===== src/rtl/ctb_pkg.sv =====
package ctb_pkg;
    typedef enum logic [1:0] {
        CS_HALT      = 2'd0,
        CS_COUNT     = 2'd1,
        CS_IDLE_HOLD = 2'd2
    } cnt_state_e;

    localparam logic [1:0] ADDR_MODE   = 2'd0;
    localparam logic [1:0] ADDR_CTRL   = 2'd1;
    localparam logic [1:0] ADDR_CNT_LO = 2'd2;
    localparam logic [1:0] ADDR_CNT_HI = 2'd3;

    localparam int MODE_IDLE_BIT = 7;
    localparam int MODE_OVIE_BIT = 0;
    localparam int CTRL_OVF_BIT  = 7;
    localparam int CTRL_RUN_BIT  = 6;

    localparam logic [7:0] MODE_WR_MASK = 8'hC7;
endpackage


===== src/rtl/ctb_tick_gen.sv =====
module ctb_tick_gen #(
    parameter int PRESCALE = 4,
    parameter int EXT_GAP  = 4
) (
    input  logic       clk,
    input  logic       rst_n,
    input  logic [1:0] src_sel,
    input  logic       tmr_pulse,
    input  logic       ext_in,
    output logic       tick
);
    localparam int PW = (PRESCALE > 1) ? $clog2(PRESCALE) : 1;
    localparam int GW = (EXT_GAP > 1) ? $clog2(EXT_GAP) : 1;
    localparam int SW = $clog2(EXT_GAP + 1);

    logic [PW-1:0] pre_q;
    logic          pre_tick;
    logic          ext_s1, ext_s2, ext_s3;
    logic [GW-1:0] guard_q;
    logic          ext_tick;

    assign pre_tick = (pre_q == PW'(PRESCALE - 1));
    assign ext_tick = ext_s2 && !ext_s3 && (guard_q == '0);

    always_ff @(posedge clk or negedge rst_n) begin
        if (!rst_n) begin
            pre_q   <= '0;
            ext_s1  <= 1'b0;
            ext_s2  <= 1'b0;
            ext_s3  <= 1'b0;
            guard_q <= '0;
        end else begin
            pre_q  <= pre_tick ? '0 : pre_q + 1'b1;
            ext_s1 <= ext_in;
            ext_s2 <= ext_s1;
            ext_s3 <= ext_s2;
            if (ext_tick)
                guard_q <= GW'(EXT_GAP - 1);
            else if (guard_q != '0)
                guard_q <= guard_q - 1'b1;
        end
    end

    always_comb begin
        unique case (src_sel)
            2'b10:   tick = tmr_pulse;
            2'b11:   tick = ext_tick;
            default: tick = pre_tick;
        endcase
    end

    // Cycle distance since the last external tick, saturating at EXT_GAP.
    logic [SW-1:0] since_q;
    always_ff @(posedge clk or negedge rst_n) begin
        if (!rst_n)
            since_q <= SW'(EXT_GAP);
        else if (ext_tick)
            since_q <= SW'(1);
        else if (since_q < SW'(EXT_GAP))
            since_q <= since_q + 1'b1;
    end

    p_ext_gap_r4: assert property (@(posedge clk) disable iff (!rst_n)
        ext_tick |-> (since_q >= SW'(EXT_GAP)));
endmodule


===== src/rtl/ctb_counter.sv =====
module ctb_counter
    import ctb_pkg::*;
#(
    parameter int CNT_W = 16
) (
    input  logic             clk,
    input  logic             rst_n,
    input  logic             run,
    input  logic             idle,
    input  logic             idle_stop,
    input  logic             tick,
    input  logic             ld_lo,
    input  logic             ld_hi,
    input  logic [7:0]       ld_data,
    output logic [CNT_W-1:0] cnt,
    output logic             wrap
);
    localparam int HI_W = CNT_W - 8;

    cnt_state_e st_q, st_d;
    logic [CNT_W-1:0] cnt_q;
    logic inc, frozen;

    assign frozen = idle && idle_stop;

    // State register
    always_ff @(posedge clk or negedge rst_n) begin
        if (!rst_n) st_q <= CS_HALT;
        else        st_q <= st_d;
    end

    // Transitions: START, STOP, SLEEP, WAKE
    always_comb begin
        st_d = st_q;
        unique case (st_q)
            CS_HALT:      if (run) st_d = frozen ? CS_IDLE_HOLD : CS_COUNT;
            CS_COUNT:     if (!run) st_d = CS_HALT;
                          else if (frozen) st_d = CS_IDLE_HOLD;
            CS_IDLE_HOLD: if (!run) st_d = CS_HALT;
                          else if (!frozen) st_d = CS_COUNT;
            default:      st_d = CS_HALT;
        endcase
    end

    // Outputs of the state machine
    always_comb begin
        inc  = (st_q == CS_COUNT) && tick;
        wrap = inc && (&cnt_q) && !ld_lo && !ld_hi;
    end

    always_ff @(posedge clk or negedge rst_n) begin
        if (!rst_n)
            cnt_q <= '0;
        else if (ld_lo)
            cnt_q[7:0] <= ld_data;
        else if (ld_hi)
            cnt_q[CNT_W-1:8] <= ld_data[HI_W-1:0];
        else if (inc)
            cnt_q <= cnt_q + 1'b1;
    end

    assign cnt = cnt_q;

    p_halt_hold_r5: assert property (@(posedge clk) disable iff (!rst_n)
        (st_q == CS_HALT && !ld_lo && !ld_hi) |=> $stable(cnt_q));

    p_idle_hold_r8: assert property (@(posedge clk) disable iff (!rst_n)
        (st_q == CS_IDLE_HOLD && !ld_lo && !ld_hi) |=> $stable(cnt_q));

    p_wrap_zero_r6: assert property (@(posedge clk) disable iff (!rst_n)
        wrap |=> (cnt_q == '0));
endmodule


===== src/rtl/ctb_unit.sv =====
module ctb_unit #(
    parameter int CNT_W = 16
) (
    input  logic             clk,
    input  logic             rst_n,
    input  logic [CNT_W-1:0] cnt,
    input  logic             cap_mode,
    input  logic [CNT_W-1:0] cmp_val,
    input  logic             cap_in,
    output logic             hit,
    output logic [CNT_W-1:0] cap_val
);
    logic s1, s2, s3, rise;
    logic [CNT_W-1:0] cap_q;

    assign rise = s2 && !s3;

    always_ff @(posedge clk or negedge rst_n) begin
        if (!rst_n) begin
            s1    <= 1'b0;
            s2    <= 1'b0;
            s3    <= 1'b0;
            cap_q <= '0;
        end else begin
            s1 <= cap_in;
            s2 <= s1;
            s3 <= s2;
            if (cap_mode && rise)
                cap_q <= cnt;
        end
    end

    assign hit     = cap_mode ? rise : (cnt == cmp_val);
    assign cap_val = cap_q;

    p_cap_latch_r10: assert property (@(posedge clk) disable iff (!rst_n)
        (cap_mode && rise) |=> (cap_q == $past(cnt)));
endmodule


===== src/rtl/cnt_array_timebase.sv =====
module cnt_array_timebase
    import ctb_pkg::*;
#(
    parameter int CNT_W    = 16,
    parameter int N_MOD    = 5,
    parameter int PRESCALE = 4,
    parameter int EXT_GAP  = 4
) (
    input  logic                   clk,
    input  logic                   rst_n,
    input  logic [1:0]             bus_addr,
    input  logic                   bus_wr,
    input  logic [7:0]             bus_wdata,
    output logic [7:0]             bus_rdata,
    input  logic                   tmr_ovf_in,
    input  logic                   ext_cnt_in,
    input  logic                   idle_in,
    input  logic [N_MOD-1:0]       mod_cap_mode,
    input  logic [N_MOD*CNT_W-1:0] mod_cmp_flat,
    input  logic [N_MOD-1:0]       mod_cap_in,
    output logic [N_MOD*CNT_W-1:0] mod_cap_flat,
    output logic [CNT_W-1:0]       cnt_value,
    output logic                   irq_ovf,
    output logic [N_MOD-1:0]       irq_mod
);
    logic [7:0]       mode_q;
    logic             run_q, ovf_q;
    logic [N_MOD-1:0] mflag_q, hit;
    logic             tick, wrap, ctrl_wr;
    logic [CNT_W-1:0] cnt;

    assign ctrl_wr = bus_wr && (bus_addr == ADDR_CTRL);

    ctb_tick_gen #(.PRESCALE(PRESCALE), .EXT_GAP(EXT_GAP)) u_tick (
        .clk(clk), .rst_n(rst_n), .src_sel(mode_q[2:1]),
        .tmr_pulse(tmr_ovf_in), .ext_in(ext_cnt_in), .tick(tick));

    ctb_counter #(.CNT_W(CNT_W)) u_cnt (
        .clk(clk), .rst_n(rst_n), .run(run_q), .idle(idle_in),
        .idle_stop(mode_q[MODE_IDLE_BIT]), .tick(tick),
        .ld_lo(bus_wr && bus_addr == ADDR_CNT_LO),
        .ld_hi(bus_wr && bus_addr == ADDR_CNT_HI),
        .ld_data(bus_wdata), .cnt(cnt), .wrap(wrap));

    for (genvar g = 0; g < N_MOD; g++) begin : g_unit
        ctb_unit #(.CNT_W(CNT_W)) u_unit (
            .clk(clk), .rst_n(rst_n), .cnt(cnt),
            .cap_mode(mod_cap_mode[g]),
            .cmp_val(mod_cmp_flat[g*CNT_W +: CNT_W]),
            .cap_in(mod_cap_in[g]), .hit(hit[g]),
            .cap_val(mod_cap_flat[g*CNT_W +: CNT_W]));

        p_flag_sticky_r9: assert property (@(posedge clk) disable iff (!rst_n)
            (mflag_q[g] && !ctrl_wr) |=> mflag_q[g]);
    end

    always_ff @(posedge clk or negedge rst_n) begin
        if (!rst_n) begin
            mode_q  <= '0;
            run_q   <= 1'b0;
            ovf_q   <= 1'b0;
            mflag_q <= '0;
        end else begin
            if (bus_wr && bus_addr == ADDR_MODE)
                mode_q <= bus_wdata & MODE_WR_MASK;
            if (ctrl_wr) begin
                run_q   <= bus_wdata[CTRL_RUN_BIT];
                ovf_q   <= bus_wdata[CTRL_OVF_BIT] | wrap;
                mflag_q <= bus_wdata[N_MOD-1:0] | hit;
            end else begin
                ovf_q   <= ovf_q | wrap;
                mflag_q <= mflag_q | hit;
            end
        end
    end

    always_comb begin
        bus_rdata = '0;
        unique case (bus_addr)
            ADDR_MODE: bus_rdata = mode_q;
            ADDR_CTRL: begin
                bus_rdata[N_MOD-1:0]    = mflag_q;
                bus_rdata[CTRL_RUN_BIT] = run_q;
                bus_rdata[CTRL_OVF_BIT] = ovf_q;
            end
            ADDR_CNT_LO: bus_rdata = cnt[7:0];
            default:     bus_rdata = 8'(cnt[CNT_W-1:8]);
        endcase
    end

    assign cnt_value = cnt;
    assign irq_ovf   = ovf_q && mode_q[MODE_OVIE_BIT];
    assign irq_mod   = mflag_q;

    p_ovf_hw_set_r6: assert property (@(posedge clk) disable iff (!rst_n)
        wrap |=> ovf_q);

    p_ovf_sticky_r6: assert property (@(posedge clk) disable iff (!rst_n)
        (ovf_q && !(ctrl_wr && !bus_wdata[CTRL_OVF_BIT])) |=> ovf_q);
endmodule


===== config.mk =====
export PLATFORM = sky130hd
export DESIGN_NAME = cnt_array_timebase
export DESIGN_NICKNAME = d
export VERILOG_FILES = /design/src/rtl/ctb_pkg.sv /design/src/rtl/ctb_tick_gen.sv /design/src/rtl/ctb_counter.sv /design/src/rtl/ctb_unit.sv /design/src/rtl/cnt_array_timebase.sv
export SDC_FILE = /design/constraint.sdc
export NUM_CORES = 1
export LEC_CHECK = 0
export ABC_AREA = 1
export ABC_CLOCK_PERIOD_IN_PS = 1850
export CAP_MARGIN = 10
export CORE_MARGIN = 5
export CORE_UTILIZATION = 40
export CTS_CLUSTER_DIAMETER = 50
export DETAILED_ROUTE_END_ITERATION = 16
export GPL_TIMING_DRIVEN = 0
export PLACE_DENSITY = 0.71
export SLEW_MARGIN = 25
export SYNTH_ARGS = -nofsm -noshare
export SYNTH_HDL_FRONTEND = slang
export SYNTH_SLANG_ARGS = --single-unit

===== constraint.sdc =====
create_clock -name clk -period 1.85 [get_ports clk]
set_input_delay 0.37 -clock clk [delete_from_list [all_inputs] [get_ports clk]]
set_output_delay 0.37 -clock clk [all_outputs]
set_load 0.02 [all_outputs]

==> flow_metrics.py, run 1 <==
metrics = {
    "clock_network": {
        "cts.path.max_buffers": 2,
        "clock-sinks": 132,
        "cts_buffers": 17,
        "cts_root_buf": "clkbuf_16",
        "tritoncts": "built",
        "clk_latency_ns": 0.42,
        "clk_pin_slew_ns": 0.06,
        "cts.htree.levels": 4,
    },
    "floorplanning": {
        "dieArea_sq_um": 19010,
        "die_h_um": 137.9,
        "core_area_sq_um": 15940,
        "die_w_um": 137.9,
        "start_util": 0.4102,
        "row_count": 46,
        "io_pins": 216,
    },
    "yosys": {
        "seq_area_frac_synth": 0.5051,
        "syn_area_sq_um": 6540,
        "synthTopCellsByCount": "nand2_1, dfrtp_1, o21ai_0",
        "yosysTopAreaCell": "dfrtp_1",
        "yosys_most_used_dff": "dfrtp_1",
        "netlist_instances": 835,
        "synth_most_common_cell": "nand2_1",
        "synth_edf_count": 0,
        "ys_warn_count": 0,
        "synthesis.nets": 944,
        "ys_async_sr_fraction": 1.000,
        "synth_seq_cells": 132,
        "syn_avg_cell_area_sq_um": 7.832,
        "synth_top_area_share": 0.5051,
        "yosys-top-cells-area": "dfrtp_1, nand2_1, o21ai_0, nor2_1, inv_1",
        "synthDistinctLibCells": 29,
    },
    "flow_run": {
        "drv_cap": 0,
    },
    "route": {
        "vias_per_cell": 5.142,
        "routed_wl_um": 25190,
        "drtIter0Drc": 599,
        "ant_nets": 0,
        "wl_per_cell_um": 18.83,
        "vias": 6880,
        "drc": 0,
        "firstDrtPassIters": 5,
    },
    "sta": {
        "tightest_slew_ns": 0.4483,
        "setup_slack_ns": -0.08205,
        "setup-violations-final": 6,
        "rsz0062_at_grt": "yes",
        "period_share": 1.044,
        "max_freq_mhz": 517.6,
        "whs_ns": 0.3464,
        "slew_headroom": 0.7011,
        "min_period_ns": 1.932,
        "hold_viol_final": 0,
        "final_max_slew_viol_count": 0,
        "setup_tns_ns": -0.3733,
        "finClkSkew_ns": 0.009610,
    },
    "run_status": {
        "status": "complete, but fails checks",
        "violations": "setup timing",
    },
    "cells_and_area": {
        "area_growth_pct": 55.44,
        "diodes": 0,
        "seq_area_sq_um": 3309,
        "multi_input_area_sq_um": 2888,
        "fin_util": 0.6377,
        "final_area_sq_um": 10170,
        "fillers": 1400,
        "layout-drive-gt1-share": 0.1310,
        "nets": 1218,
    },
    "placed_design": {
        "gp_congestion": 0.8885,
        "dp_hpwl_um": 17940,
        "place_area_sq_um": 8995,
        "port_buffers": 215,
    },
    "worst_setup_path": {
        "path_cells": "buf_6 > clkinvlp_4 > nor2_1 > a221oi_1 > o21ai_1 > buf_4",
        "slowest_stage": "dfrtp_1",
        "critPathMaxFanout": 2,
        "path_class": "reg2out",
        "path_buf_inv": 3,
        "cp.arrival_ns": 1.56,
        "path_delay_family": "flip-flops",
        "start_kind": "register",
        "slowest_delay_ns": 0.39,
        "end_kind": "output pin",
        "required_ns": 1.48,
    },
    "power": {
        "ir_drop_mv": 0.9240,
        "p_leak_nw": 4.730,
        "p_per_area_nw_per_um2": 1550,
    },
    "global_route": {
        "grt_pass1_vias": 6599,
        "track_usage": 0.2683,
        "grt_max_degree": 88,
        "antenna_found_initial": 0,
        "overflow": 0,
        "grt_pass1_wl_um": 37690,
    },
    "worst_hold_path": {
        "holdCritPathClass": "reg2reg",
    },
}
## placed cells by master (no fill, tap or decap), types with 4 or more instances in the layout
cell type / n
nand3_1: 36
o21ai_0: 116
nand2_1: 255
o21ai_1: 16
inv_1: 46
dfrtp_1: 127
buf_6: 13
dlymetal6s2s_1: 10
nand2_2: 4
buf_4: 48
clkdlybuf4s50_1: 186
clkbuf_1: 16
clkinvlp_4: 13
xor2_1: 18
dlygate4sd2_1: 10
xnor2_1: 22
nor3_1: 9
nor2_1: 72
inv_6: 5
nand4_1: 9
a21oi_1: 16
clkbuf_16: 18
inv_2: 8
dfrtp_2: 5
## area by class of cell
class	instances	share of cell area
Inverter	67	0.02917
Sequential cell	132	0.3255
Multi-Input combinational cell	597	0.2841
Timing Repair Buffer	258	0.2478
Clock inverter	14	0.01637
Buffer	36	0.02732
Clock buffer	18	0.04320
Tap cell	216	0.02658
## metrics by stage
stage	setup slack, ns	power, mW	cells
2_1_floorplan	0.007997	7.832	835
3_3_place_gp	-4.778	11.15	1266
3_5_place_dp	-0.9845	11.28	1267
4_1_cts	-0.1634	15.61	1327
5_1_grt	-0.1488	16.58	1338
6_report	-0.08205	15.75	1338
## per-layer routing
metal	vias up	GRT usage	share of wire
met2	351	0.4450	0.49
met4	0	0.08836	0.023
li1	3240	-	-
met5	-	0	0
met1	3249	0.3375	0.39
met3	40	0.07874	0.10
## what timing repair did
item                                   4_1_cts  5_1_grt
gates resized for setup                    127       22
pin swaps                                    2        1
setup endpoints to repair                   25       34
buffers inserted                            29       12
endpoints found under the hold margin       45        0
hold buffers                                 1        0
## cell families after synthesis
group                    share of synthesized area
XOR/XNOR                                   0.05357
AO/OA/AOI/OAI                               0.1267
adder cells (fa/ha/maj)                   0.005740
AND/OR/NAND/NOR                             0.2443
buffers and inverters                      0.06466
flip-flops                                  0.5051
## power breakdown
part	internal [mW]	switching (mW)	total [mW]
logic	3.45	4.42	7.87
registers	3.81	0.640	4.45
clock network	2.06	1.38	3.44
total	9.31	6.44	15.8
## flip-flops by register name, summed over array words and instances, names as in the netlist
| name | cells |
|---|---|
| u_cnt.cnt | 16 |
| run_q | 1 |
| u_cnt.st_q | 2 |
| u_tick.guard_q | 2 |
| g_unit.u_unit.s1 | 5 |
| u_tick.pre_q | 2 |
| u_tick.ext_s1 | 1 |
| irq_mod | 5 |
| mode_q | 5 |
| g_unit.u_unit.cap_val | 80 |
| g_unit.u_unit.s2 | 5 |
| u_tick.ext_s2 | 1 |
| u_tick.ext_s3 | 1 |
| ovf_q | 1 |
| g_unit.u_unit.s3 | 5 |
## final timing paths
kind                                               end              start  slack, ns  cells after the start
max                                       bus_rdata[6]       u_cnt.cnt[6]      -0.08                      6
min                                      u_tick.ext_s2      u_tick.ext_s1       0.35                      0
max reg2reg                               u_cnt.cnt[6]  u_tick.guard_q[0]       0.14                     11
min reg2reg                              u_tick.ext_s2      u_tick.ext_s1       0.35                      0
max in group asynchronous                u_cnt.cnt[13]              rst_n       0.65                      3
min in group asynchronous  g_unit[3].u_unit.cap_val[6]              rst_n       0.44                      2
(Power assumes the default switching activity.)
==> run 2, diff against run 1 <==
Settings changed: CORE_MARGIN 5 to 3, CORE_UTILIZATION 40 to 38, PLACE_DENSITY 0.71 to 0.68.
==> flow_metrics.py, run 2 (synthesis gave the netlist of run 1 again) <==
metrics = {
    "cells_and_area": {
        "final_area_sq_um": 10100,
        "fin_util": 0.6048,
        "area_growth_pct": 54.45,
        "fillers": 1522,
        "largest_reg_flops": 80,
        "diodes": 0,
        "nets": 1215,
        "seq_area_sq_um": 3313,
        "multi_input_area_sq_um": 2875,
        "final_common_cell": "nand2_1",
        "layout-drive-gt1-share": 0.1349,
        "final_cell_mix": "nand2_1, clkdlybuf4s50_1, dfrtp_1",
    },
    "sta": {
        "rsz0062_at_grt": "yes",
        "min_period_ns": 1.922,
        "period_share": 1.039,
        "slew_headroom": 0.6665,
        "final_max_slew_viol_count": 0,
        "whs_ns": 0.3462,
        "setup-violations-final": 4,
        "tightest_slew_ns": 0.5003,
        "setup_slack_ns": -0.07229,
        "max_freq_mhz": 520.2,
        "hold_viol_final": 0,
        "setup_tns_ns": -0.1611,
        "finClkSkew_ns": 0.007965,
    },
    "route": {
        "vias": 6791,
        "drt-met1-wl_um": 10110,
        "vias_per_cell": 5.072,
        "drtIter0Drc": 456,
        "ant_nets": 0,
        "dr.max_layer_used": "met4",
        "routed_wl_um": 24680,
        "wl_per_cell_um": 18.43,
        "met2_length_um": 11730,
        "drc": 0,
        "dr_wl_met3_um": 2213,
        "firstDrtPassIters": 7,
    },
    "global_route": {
        "overflow": 0,
        "grt_pass1_wl_um": 37250,
        "grt_pass1_vias": 6629,
        "track_usage": 0.2668,
        "grt_max_degree": 69,
        "antenna_found_initial": 0,
    },
    "worst_hold_path": {
        "whs_path_depth": 0,
        "holdCritPathClass": "reg2reg",
    },
    "clock_network": {
        "tritoncts": "built",
        "clock-sinks": 132,
        "cts_buffers": 17,
        "cts.htree.levels": 4,
        "clk_latency_ns": 0.42,
        "clk_pin_slew_ns": 0.06,
        "cts_root_buf": "clkbuf_16",
        "cts.path.max_buffers": 2,
    },
    "worst_setup_path": {
        "cp.arrival_ns": 1.55,
        "required_ns": 1.48,
        "end_kind": "output pin",
        "rr_worst_depth": 10,
        "path_class": "reg2out",
        "rrSetupSlack_ns": 0.11,
        "critPathMaxFanout": 10,
        "start_kind": "register",
        "slowest_stage": "dfrtp_2",
        "path_cells": "inv_2 > buf_6 > o21ai_1 > buf_4",
        "slowest_delay_ns": 0.45,
    },
    "floorplanning": {
        "io_pins": 216,
        "die_w_um": 137.2,
        "die_h_um": 137.2,
        "row_count": 47,
        "core_area_sq_um": 16700,
        "dieArea_sq_um": 18820,
        "start_util": 0.3916,
    },
    "placed_design": {
        "gp_congestion": 0.8927,
        "port_buffers": 215,
        "place_area_sq_um": 9000,
        "dp_hpwl_um": 17480,
    },
    "power": {
        "power_mw": 15.59,
        "p_leak_nw": 4.667,
        "ir_drop_mv": 0.9161,
        "p_per_area_nw_per_um2": 1543,
    },
    "flow_run": {
        "drv_cap": 0,
    },
    "run_status": {
        "violations": "setup timing",
        "status": "complete, but fails checks",
    },
}
## run 2: report_power, final
part | switching (mW) | internal (mW) | total (mW)
clock | 1.32 | 2.03 | 3.35
sequential | 0.706 | 3.81 | 4.52
combinational | 4.33 | 3.40 | 7.72
total | 6.35 | 9.24 | 15.6
## run 2: worst paths after layout
kind,from,endpoint
max,u_cnt.cnt[9],bus_rdata[1]
min,u_tick.ext_s1,u_tick.ext_s2
max reg2reg,u_cnt.cnt[1],u_cnt.cnt[14]
min reg2reg,u_tick.ext_s1,u_tick.ext_s2
max in group asynchronous,rst_n,u_cnt.cnt[0]
min in group asynchronous,rst_n,g_unit[3].u_unit.cap_val[11]
## run 2: critical path, delay by kind of cell, from the launching register on
kind	cells	cell delay (ns)
AO/OA/AOI/OAI	1	0.22
flip-flops	1	0.45
buffers and inverters	3	0.46
## run 2: what timing repair did
| action | in CTS | in global routing |
|---|---|---|
| setup buffers | 30 | 10 |
| setup endpoints to repair | 24 | 15 |
| endpoints found under the hold margin | 64 | 0 |
| pin swaps | 5 | 2 |
| gates resized for setup | 137 | 27 |
| hold buffers | 1 | 0 |
## run 2: cell type report
type | count | area share
multi-input cells | 597 | 0.2847
plain buffers | 34 | 0.02799
repair buffers | 257 | 0.2438
inverters | 67 | 0.02998
clock inverters | 14 | 0.01486
well taps | 220 | 0.02725
clock buffers | 18 | 0.04348
flip-flops and latches | 132 | 0.3280
## run 2: through the flow
| step | cells | setup slack (ns) |
|---|---|---|
| 3_5_place_dp | 1271 | -0.9279 |
| 3_3_place_gp | 1270 | -4.830 |
| 2_1_floorplan | 835 | 0.007997 |
| 6_report | 1339 | -0.07229 |
| 5_1_grt | 1339 | -0.1511 |
| 4_1_cts | 1332 | -0.1733 |
## run 2: per-layer routing
layer | up-vias | track usage
li1 | 3238 | -
met1 | 3177 | 0.3384
met2 | 330 | 0.4444
met3 | 46 | 0.06647
met4 | 0 | 0.09424
met5 | - | 0
